`src/rtl/boot_cfg_pkg.sv`:
```
package boot_cfg_pkg;

    typedef enum logic [1:0] {
        SQ_SAMPLE = 2'd0,
        SQ_COPY   = 2'd1,
        SQ_DONE   = 2'd2
    } seq_state_e;

    // Factory content of stored page `page`, word `idx`, before truncation
    function automatic logic [31:0] factory_word(input int unsigned page,
                                                 input int unsigned idx);
        return 32'(page * 37 + idx * 11 + 5);
    endfunction

endpackage

```
`src/rtl/boot_strap_latch.sv`:
```
module boot_strap_latch #(
    parameter int ADDR_PIN_W = 2
) (
    input  logic                  clk,
    input  logic                  rst_n,
    input  logic                  capture,
    input  logic                  mode_strap,
    input  logic [1:0]            sel_pins,
    input  logic [ADDR_PIN_W-1:0] addr_strap,
    output logic                  serial_mode,
    output logic [1:0]            page_idx,
    output logic [ADDR_PIN_W-1:0] bus_addr
);

    typedef struct packed {
        logic                  serial;
        logic [1:0]            page;
        logic [ADDR_PIN_W-1:0] addr;
    } strap_t;

    strap_t st_d, st_q;

    always_comb begin
        st_d = st_q;
        if (capture) begin
            st_d.serial = ~mode_strap;
            // select pins are bus lines in serial mode: page 0 only
            st_d.page   = mode_strap ? sel_pins : 2'd0;
            st_d.addr   = addr_strap;
        end
    end

    always_ff @(posedge clk or negedge rst_n) begin
        if (!rst_n) st_q <= '0;
        else        st_q <= st_d;
    end

    assign serial_mode = st_q.serial;
    assign page_idx    = st_q.page;
    assign bus_addr    = st_q.addr;

    assert_straps_held_R4: assert property (@(posedge clk) disable iff (!rst_n)
        !capture |=> $stable(st_q));

endmodule

```
`src/rtl/boot_copy_seq.sv`:
```
module boot_copy_seq
    import boot_cfg_pkg::*;
#(
    parameter int NUM_WORDS = 16,
    localparam int IDX_W    = $clog2(NUM_WORDS)
) (
    input  logic             clk,
    input  logic             rst_n,
    input  logic             restart,
    output logic             capture,
    output logic             copy_en,
    output logic [IDX_W-1:0] copy_idx,
    output logic             done
);

    localparam logic [IDX_W-1:0] LAST = IDX_W'(NUM_WORDS - 1);

    typedef struct packed {
        seq_state_e       state;
        logic [IDX_W-1:0] idx;
    } seq_t;

    seq_t sq_d, sq_q;

    always_comb begin
        sq_d = sq_q;
        unique case (sq_q.state)
            SQ_SAMPLE: begin
                sq_d.state = SQ_COPY;
                sq_d.idx   = '0;
            end
            SQ_COPY: begin
                sq_d.idx = sq_q.idx + 1'b1;
                if (sq_q.idx == LAST) sq_d.state = SQ_DONE;
            end
            SQ_DONE: begin
                if (restart) sq_d.state = SQ_SAMPLE;
            end
            default: sq_d.state = SQ_SAMPLE;
        endcase
    end

    always_ff @(posedge clk or negedge rst_n) begin
        if (!rst_n) sq_q <= '{state: SQ_SAMPLE, idx: '0};
        else        sq_q <= sq_d;
    end

    assign capture  = (sq_q.state == SQ_SAMPLE);
    assign copy_en  = (sq_q.state == SQ_COPY);
    assign done     = (sq_q.state == SQ_DONE);
    assign copy_idx = sq_q.idx;

    assert_restart_samples_R7: assert property (@(posedge clk) disable iff (!rst_n)
        (done && restart) |=> capture);
    assert_copy_len_R5: assert property (@(posedge clk) disable iff (!rst_n)
        $rose(done) |-> ($past(copy_en) && $past(copy_idx) == LAST));

endmodule

```
`src/rtl/boot_nv_store.sv`:
```
module boot_nv_store
    import boot_cfg_pkg::*;
#(
    parameter int NUM_WORDS = 16,
    parameter int WORD_W    = 8,
    localparam int IDX_W    = $clog2(NUM_WORDS)
) (
    input  logic              clk,
    input  logic              rst_n,
    input  logic [1:0]        rd_page,
    input  logic [IDX_W-1:0]  rd_idx,
    output logic [WORD_W-1:0] rd_data,
    input  logic              prog_start,
    input  logic [WORD_W-1:0] prog_data,
    output logic [IDX_W-1:0]  prog_idx,
    output logic              prog_busy,
    output logic              programmed
);

    localparam logic [IDX_W-1:0] LAST = IDX_W'(NUM_WORDS - 1);

    typedef struct packed {
        logic                              busy;
        logic [IDX_W-1:0]                  idx;
        logic                              burned;
        logic [NUM_WORDS-1:0][WORD_W-1:0]  page0;
    } nv_t;

    nv_t nv_d, nv_q;

    // factory pages, computed rather than tabulated
    logic [3:0][NUM_WORDS-1:0][WORD_W-1:0] factory;
    for (genvar gp = 0; gp < 4; gp++) begin : g_page
        for (genvar gi = 0; gi < NUM_WORDS; gi++) begin : g_word
            assign factory[gp][gi] = WORD_W'(factory_word(gp, gi));
        end
    end

    always_comb begin
        nv_d = nv_q;
        if (nv_q.busy) begin
            nv_d.page0[nv_q.idx] = prog_data;
            nv_d.idx             = nv_q.idx + 1'b1;
            if (nv_q.idx == LAST) begin
                nv_d.busy   = 1'b0;
                nv_d.burned = 1'b1;
            end
        end else if (prog_start && !nv_q.burned) begin
            nv_d.busy = 1'b1;
            nv_d.idx  = '0;
        end
    end

    always_ff @(posedge clk or negedge rst_n) begin
        if (!rst_n) nv_q <= '0;
        else        nv_q <= nv_d;
    end

    assign rd_data    = (nv_q.burned && rd_page == 2'd0) ? nv_q.page0[rd_idx]
                                                          : factory[rd_page][rd_idx];
    assign prog_idx   = nv_q.idx;
    assign prog_busy  = nv_q.busy;
    assign programmed = nv_q.burned;

    assert_burn_sticky_R9: assert property (@(posedge clk) disable iff (!rst_n)
        programmed |=> programmed);
    assert_single_burn_R10: assert property (@(posedge clk) disable iff (!rst_n)
        programmed |=> $stable(nv_q.page0));
    assert_busy_before_burn_R9: assert property (@(posedge clk) disable iff (!rst_n)
        prog_busy |-> !programmed);

endmodule

```
`src/rtl/boot_cfg_ctrl.sv`:
```
module boot_cfg_ctrl
    import boot_cfg_pkg::*;
#(
    parameter int NUM_WORDS  = 16,
    parameter int WORD_W     = 8,
    parameter int ADDR_PIN_W = 2,
    parameter int CTRL_IDX   = 10,
    parameter int PDN_BIT    = 1,
    parameter int IDLE_BIT   = 4,
    localparam int IDX_W     = $clog2(NUM_WORDS)
) (
    input  logic                  clk,
    input  logic                  rst_n,
    input  logic                  mode_strap,
    input  logic                  sel0_scl,
    input  logic                  sel1_sda,
    input  logic [ADDR_PIN_W-1:0] addr_strap,
    input  logic                  host_wr_en,
    input  logic [IDX_W-1:0]      host_addr,
    input  logic [WORD_W-1:0]     host_wr_data,
    input  logic [IDX_W-1:0]      host_rd_addr,
    output logic [WORD_W-1:0]     host_rd_data,
    input  logic                  prog_req,
    output logic                  boot_done,
    output logic                  mode_serial,
    output logic [1:0]            page_idx,
    output logic [ADDR_PIN_W-1:0] bus_addr,
    output logic                  standby,
    output logic                  prog_busy,
    output logic                  programmed,
    output logic                  prog_err
);

    localparam logic [WORD_W-1:0] CTRL_MASK =
        ~((WORD_W'(1) << PDN_BIT) | (WORD_W'(1) << IDLE_BIT));

    typedef struct packed {
        logic [NUM_WORDS-1:0][WORD_W-1:0] bank;
        logic [1:0]                       ctrl_prev;
        logic                             err;
    } top_t;

    top_t tp_d, tp_q;

    logic             capture, copy_en, restart, prog_ok, wr_ok;
    logic [IDX_W-1:0] copy_idx, prog_idx;
    logic [WORD_W-1:0] page_word;
    logic [1:0]       ctrl_now;

    boot_strap_latch #(.ADDR_PIN_W(ADDR_PIN_W)) u_latch (
        .clk        (clk),
        .rst_n      (rst_n),
        .capture    (capture),
        .mode_strap (mode_strap),
        .sel_pins   ({sel1_sda, sel0_scl}),
        .addr_strap (addr_strap),
        .serial_mode(mode_serial),
        .page_idx   (page_idx),
        .bus_addr   (bus_addr)
    );

    boot_copy_seq #(.NUM_WORDS(NUM_WORDS)) u_seq (
        .clk     (clk),
        .rst_n   (rst_n),
        .restart (restart),
        .capture (capture),
        .copy_en (copy_en),
        .copy_idx(copy_idx),
        .done    (boot_done)
    );

    boot_nv_store #(.NUM_WORDS(NUM_WORDS), .WORD_W(WORD_W)) u_store (
        .clk       (clk),
        .rst_n     (rst_n),
        .rd_page   (page_idx),
        .rd_idx    (copy_idx),
        .rd_data   (page_word),
        .prog_start(prog_ok),
        .prog_data (tp_q.bank[prog_idx]),
        .prog_idx  (prog_idx),
        .prog_busy (prog_busy),
        .programmed(programmed)
    );

    assign ctrl_now = {tp_q.bank[CTRL_IDX][IDLE_BIT], tp_q.bank[CTRL_IDX][PDN_BIT]};
    // restart on a 1 -> 0 transition of either control bit, never on a level
    assign restart  = boot_done && |(tp_q.ctrl_prev & ~ctrl_now);
    assign wr_ok    = host_wr_en && boot_done && mode_serial && !prog_busy;
    assign prog_ok  = prog_req && boot_done && mode_serial && !prog_busy && !programmed;

    always_comb begin
        tp_d           = tp_q;
        tp_d.ctrl_prev = ctrl_now;
        tp_d.err       = prog_req && programmed;
        if (copy_en) begin
            tp_d.bank[copy_idx] = (copy_idx == IDX_W'(CTRL_IDX)) ? (page_word & CTRL_MASK)
                                                                 : page_word;
        end else if (wr_ok) begin
            tp_d.bank[host_addr] = host_wr_data;
        end
    end

    always_ff @(posedge clk or negedge rst_n) begin
        if (!rst_n) tp_q <= '0;
        else        tp_q <= tp_d;
    end

    assign host_rd_data = tp_q.bank[host_rd_addr];
    assign standby      = |ctrl_now;
    assign prog_err     = tp_q.err;

    assert_page0_serial_R3: assert property (@(posedge clk) disable iff (!rst_n)
        (boot_done && mode_serial) |-> page_idx == 2'd0);
    assert_err_after_burn_R10: assert property (@(posedge clk) disable iff (!rst_n)
        prog_err |-> programmed);
    assert_no_early_write_R6: assert property (@(posedge clk) disable iff (!rst_n)
        (!boot_done && !copy_en) |=> $stable(tp_q.bank));
    assert_stand_alone_locked_R6: assert property (@(posedge clk) disable iff (!rst_n)
        (boot_done && !mode_serial && !restart) |=> $stable(tp_q.bank));

endmodule

```
`config.mk`:
```
export PLATFORM = sky130hd
export DESIGN_NAME = boot_cfg_ctrl
export DESIGN_NICKNAME = d
export VERILOG_FILES = /design/src/rtl/boot_cfg_pkg.sv /design/src/rtl/boot_strap_latch.sv /design/src/rtl/boot_copy_seq.sv /design/src/rtl/boot_nv_store.sv /design/src/rtl/boot_cfg_ctrl.sv
export SDC_FILE = /design/constraint.sdc
export NUM_CORES = 1
export LEC_CHECK = 0
export ABC_AREA = 0
export BUFFER_PORTS_ARGS = -buffer_cell sky130_fd_sc_hd__buf_2
export CAP_MARGIN = 40
export CELL_PAD_IN_SITES_DETAIL_PLACEMENT = 1
export CELL_PAD_IN_SITES_GLOBAL_PLACEMENT = 1
export CORE_ASPECT_RATIO = 0.8
export CORE_UTILIZATION = 25
export CTS_CLUSTER_DIAMETER = 200
export CTS_CLUSTER_SIZE = 25
export DETAILED_ROUTE_END_ITERATION = 10
export PLACE_DENSITY = 0.48
export SETUP_SLACK_MARGIN = 0.4
export SKIP_LAST_GASP = 1
export SYNTH_ARGS = -nofsm -noshare
export SYNTH_HDL_FRONTEND = slang
export SYNTH_SLANG_ARGS = --single-unit
```
`constraint.sdc`:
```
create_clock -name clk -period 5 [get_ports clk]
set_clock_uncertainty 0.15 [all_clocks]
set_input_delay 1.5 -clock clk [delete_from_list [all_inputs] [get_ports clk]]
set_output_delay 1.5 -clock clk [all_outputs]
set_load 0.005 [all_outputs]
```
# Word level (Yosys, flattened, before mapping)
# Index checks and enable logic that the tools add are counted.
[classes]
addsub = 2
order_cmp = 8
n_eq_ne = 7
muxes = 31
bitwise_logic = 3
reduce_logical = 25
[ops]
columns = ["operator", "count"]
rows = [
  ["$bwmux W128", 3],
  ["$mux W128", 3],
  ["$bmux W128 S2", 1],
  ["$bmux W8 S4", 4],
  ["$demux W8 S4", 3],
  ["$mux W8", 8],
  ["$lt A4 B5 Y1 const B", 4],
  ["$mux W5", 3],
  ["$logic_and A1 B1 Y1", 14],
  ["$eq A4 B4 Y1 const B", 3],
  ["$ge A4 B1 Y1 const B", 3],
  ["$add A4 B1 Y4 const B", 2],
  ["$pmux W4 S2", 1],
  ["$mux W2", 3],
  ["$pmux W2 S3", 1],
  ["$reduce_bool A2 Y1", 3],
  ["$logic_not A2 Y1", 2],
  ["$ne A2 B1 Y1 const B", 2],
  ["$reduce_and A2 Y1", 2],
  ["$reduce_or A2 Y1", 2],
  ["$lt A2 B3 Y1 const B", 1],
  ["$and A2 B2 Y2", 1],
  ["$eq A2 B1 Y1 const B", 1],
  ["$eq A2 B2 Y1 const B", 1],
  ["other kinds (4)", 5],
]
[word_totals]
register_bits = 276
in_bits = 25
output_inout_bits = 18
wordCells = 118

# Longest topological paths before layout
[depth]
depth_word = 8
mapped_depth = 11
depth_no_buf = 8

# By module
# A second synthesis with hierarchy kept.
[hier_totals]
hier_cells = 1309
hier_area_um2 = 15618.7
[by_module_without_submodules]
columns = ["module", "n_inst", "cells_each", "area_per_inst_um2", "seq_area_each_um2"]
rows = [
  ["boot_cfg_ctrl", 1, 731, 8011.4, 3278.1],
  ["boot_nv_store", 1, 529, 7070.5, 3353.2],
  ["boot_copy_seq", 1, 33, 329.1, 150.1],
  ["boot_strap_latch", 1, 16, 207.7, 125.1],
]

# Worst setup path after synthesis
# OpenSTA, ideal clock, no wires.
[synth_timing]
path_kind = "in2out"
start = "in host_rd_addr[0]"
end = "out host_rd_data[7]"
t_arrival_ns = 3.013
required_time_ns = 3.350
path_slack_ns = 0.337
cell_stages = 4
n_path_buf = 2
path_cell_list = "clkbuf_1 buf_2 mux4_2 mux4_2"
[synth_via]
elab_chain_cells = 2
[synth_rtl]
columns = ["element", "line_no", "rtl"]
rows = [
  ["from (decl)", "boot_cfg_ctrl.sv:21", "input logic [IDX_W-1:0] host_rd_addr,"],
  ["$bmux W8 S4", "boot_cfg_ctrl.sv:108", "assign host_rd_data = tp_q.bank[host_rd_addr];"],
  ["$mux W8 (not written as such)", "boot_cfg_ctrl.sv:108", ""],
  ["to (decl)", "boot_cfg_ctrl.sv:22", "output logic [WORD_W-1:0] host_rd_data,"],
]
# No other way between the ends. The select of a mux whose other input is x is not followed.

# Worst setup path in the final report
[layout_timing]
start = "in host_rd_addr[0]"
end = "out host_rd_data[0]"
# The elaborated chain is that of the path after synthesis.

==> qor.yml <==
clock_tree:
  htree_levels: 1
  cts_sinks: 276
  root_buffer: "clkbuf_16"
  tritoncts: "yes"
  cts_buffer_depth: 3
  clock_latency_ns: 0.55
  clk_pin_slew_ns: 0.10
  cts_buffers: 15
floorplanning:
  die_w_um: 277
  die_area_um2: 61500
  start_util: 0.253
  die_h_um: 222
  core_region_area_um2: 59800
  rows: 80
  io_pins: 43
detailed_routing:
  routed_wire_length_per_instance_um: 30.4
  wl_met1_um: 31600
  via_per_inst: 5.75
  routed-wl-met2_um: 27900
  ant_nets: 0
  drt_iter0_drc: 1369
  top_layer: "met4"
  drt_first_pass_iters: 5
  drt-total-wl_um: 65300
  met3_length_um: 4140
  route.detailed.drc: 0
  vias: 12400
synth:
  synth_ff_type: "dfrtp_1"
  netlist_area_um2: 15100
  syn-num-nets: 1388
  synth_cell_type_count: 69
  synth.ff_latch_count: 276
  synth_area_leader_cell: "dfrtp_1"
  ys_warn_count: 0
  synthCells: 1347
  async_reset_ff_frac: 1.00
  synth_area_per_cell_um2: 11.2
  yosysSeqAreaShare: 0.456
  synth_commonest_cells: "dfrtp_1, o21ai_0, nand2_1, a22oi_1, mux4_2"
  yosysMostFrequentCell: "dfrtp_1"
  synth_top_area_share: 0.456
  synthTopCellsByArea: "dfrtp_1, mux4_2, o21ai_0"
  synth_edf_count: 0
sta:
  finalCritPeriodShare: 0.929
  max-slew-margin-rel: 0.361
  fmax_mhz: 215
  hold_violations: 0
  period_needed_ns: 4.65
  finalMaxSlewViolations: 0
  rsz0062_at_grt: "yes"
  finalSetupViolations: 0
  fin_tns_setup_ns: 0
  tightest_slew_ns: 0.957
finish:
  fillers: 6578
  utilization: 0.283
  finalNetCount: 1406
  area_growth_syn_to_layout_pct: 11.7
  drive_gt1_frac: 0.210
worst_setup_path:
  crit_type: "in2out"
  cp.arrival_ns: 3.00
  crit_fanout: 8
  endpoint_kind: "primary output"
  start_kind: "primary input"
  cp_data_required_time_ns: 3.35
place:
  io_buffers: 42
  place.gp.congestion: 0.907
  hpwlAfterDp_um: 47300
global_routing:
  antenna_found_initial: 2
  grt_max_degree: 87
  grt_pass1_wl_um: 95700
  overflow: 0
  grt_pass1_vias: 12700
  grt.total_usage: 0.213
pwr:
  power.density_nw_per_um2: 558
  p_leak_uw: 0.00683
  ir_drop_uv: 254
run_status:
  status: "complete, no violations"
hold_path:
  hold_class: "reg2reg"
flow_run:
  maxCapViolCount: 0
==> timing repair <==
action	4_1_cts	5_1_grt
gates resized for setup	10	0
setup endpoints to repair	8	8
cloned	3	0
hold buffers	0	0
setup buffers	0	0
==> worst max-delay path: stages <==
cell	delay, ns
buf_12	0.13
buf_12	0.15
mux4_2	0.51
mux4_2	0.55
buf_6	0.15
==> power breakdown <==
group          switching [uW]  leakage, uW  internal (uW)  total [uW]
Clock                     851     0.000201            570        1420
Combinational            2790      0.00305           1580        4370
Sequential                920      0.00358           2720        3640
==> sequential cells by signal, summed over array words and instances (netlist names) <==
name / cells
tp_q: 128
u_store.nv_q: 128
u_seq.copy_idx: 4
u_store.prog_idx: 4
ctrl_now: 2
u_latch.bus_addr: 2
u_latch.page_idx: 2
u_seq.sq_q: 2
prog_err: 1
u_latch.serial_mode: 1
u_store.prog_busy: 1
u_store.programmed: 1
==> cell type report <==
type	instances	area, um2	share of cell area
Sequential cell	276	6910	0.409
Timing Repair Buffer	103	896	0.0530
Antenna cell	2	5.00	0.000296
Multi-Input combinational cell	957	7660	0.453
Clock buffer	19	390	0.0231
Clock inverter	1	30.0	0.00178
Inverter	12	45.0	0.00266
Tap cell	779	975	0.0576
==> worst paths after layout <==
kind,start,to,slack [ns],cells after the start
worst max-delay path,host_rd_addr[0],host_rd_data[0],0.35,5
worst min-delay path,u_store.nv_q[79]$_DFFE_PN0P_,u_store.nv_q[79]$_DFFE_PN0P_,0.34,2
worst max register to register,u_latch.page_idx[1]$_DFFE_PN0P_,tp_q[72]$_DFFE_PN0P_,1.22,7
worst min register to register,u_store.nv_q[79]$_DFFE_PN0P_,u_store.nv_q[79]$_DFFE_PN0P_,0.34,2
max in group asynchronous,rst_n,tp_q[65]$_DFFE_PN0P_,2.95,2
min in group asynchronous,rst_n,u_store.nv_q[102]$_DFFE_PN0P_,0.83,1
==> metrics by stage <==
step           total power, uW  setup WS (ns)  cells  cell area [um2]  hold WS (ns)
2_1_floorplan             5770          0.412   1347            15100         0.266
3_3_place_gp              7770          0.241   2106            16200         0.312
3_5_place_dp              7890          0.222   2123            16400         0.320
4_1_cts                   9380          0.354   2146            16900         0.346
5_1_grt                   9830          0.325   2148            16900         0.374
6_report                  9440          0.353   2149            16900         0.340
==> layout by cell type (no fill, tap or decap), drive strengths merged, types with 10 or more instances in the layout <==
cell	instances
mux2i	56
mux4	83
nand3	45
buf	103
a21oi	47
ha	16
dfrtp	276
mux2	67
clkbuf	19
a31oi	11
o221ai	35
nor2	32
nor2b	31
and2	22
o21ai	161
nand2	150
inv	10
a211oi	10
a32oi	15
a22oi	85
==> layer usage <==
metal | vias to the layer above | track usage
met1 | 6647 | 0.323
met2 | 475 | 0.310
met4 | 0 | 0.0536
met5 | - | 0
met3 | 82 | 0.0356
li1 | 5159 | -
==> logic make-up after synthesis <==
group,share of synthesized area
xor gates and xnor gates,0.00232
AOI/OAI and AO/OA,0.181
and+or+nand+nor,0.0988
muxes,0.210
buffers and inverters,0.0378
DFF,0.456
adders and majority gates,0.0132
Power figures use the tool's default switching activity.
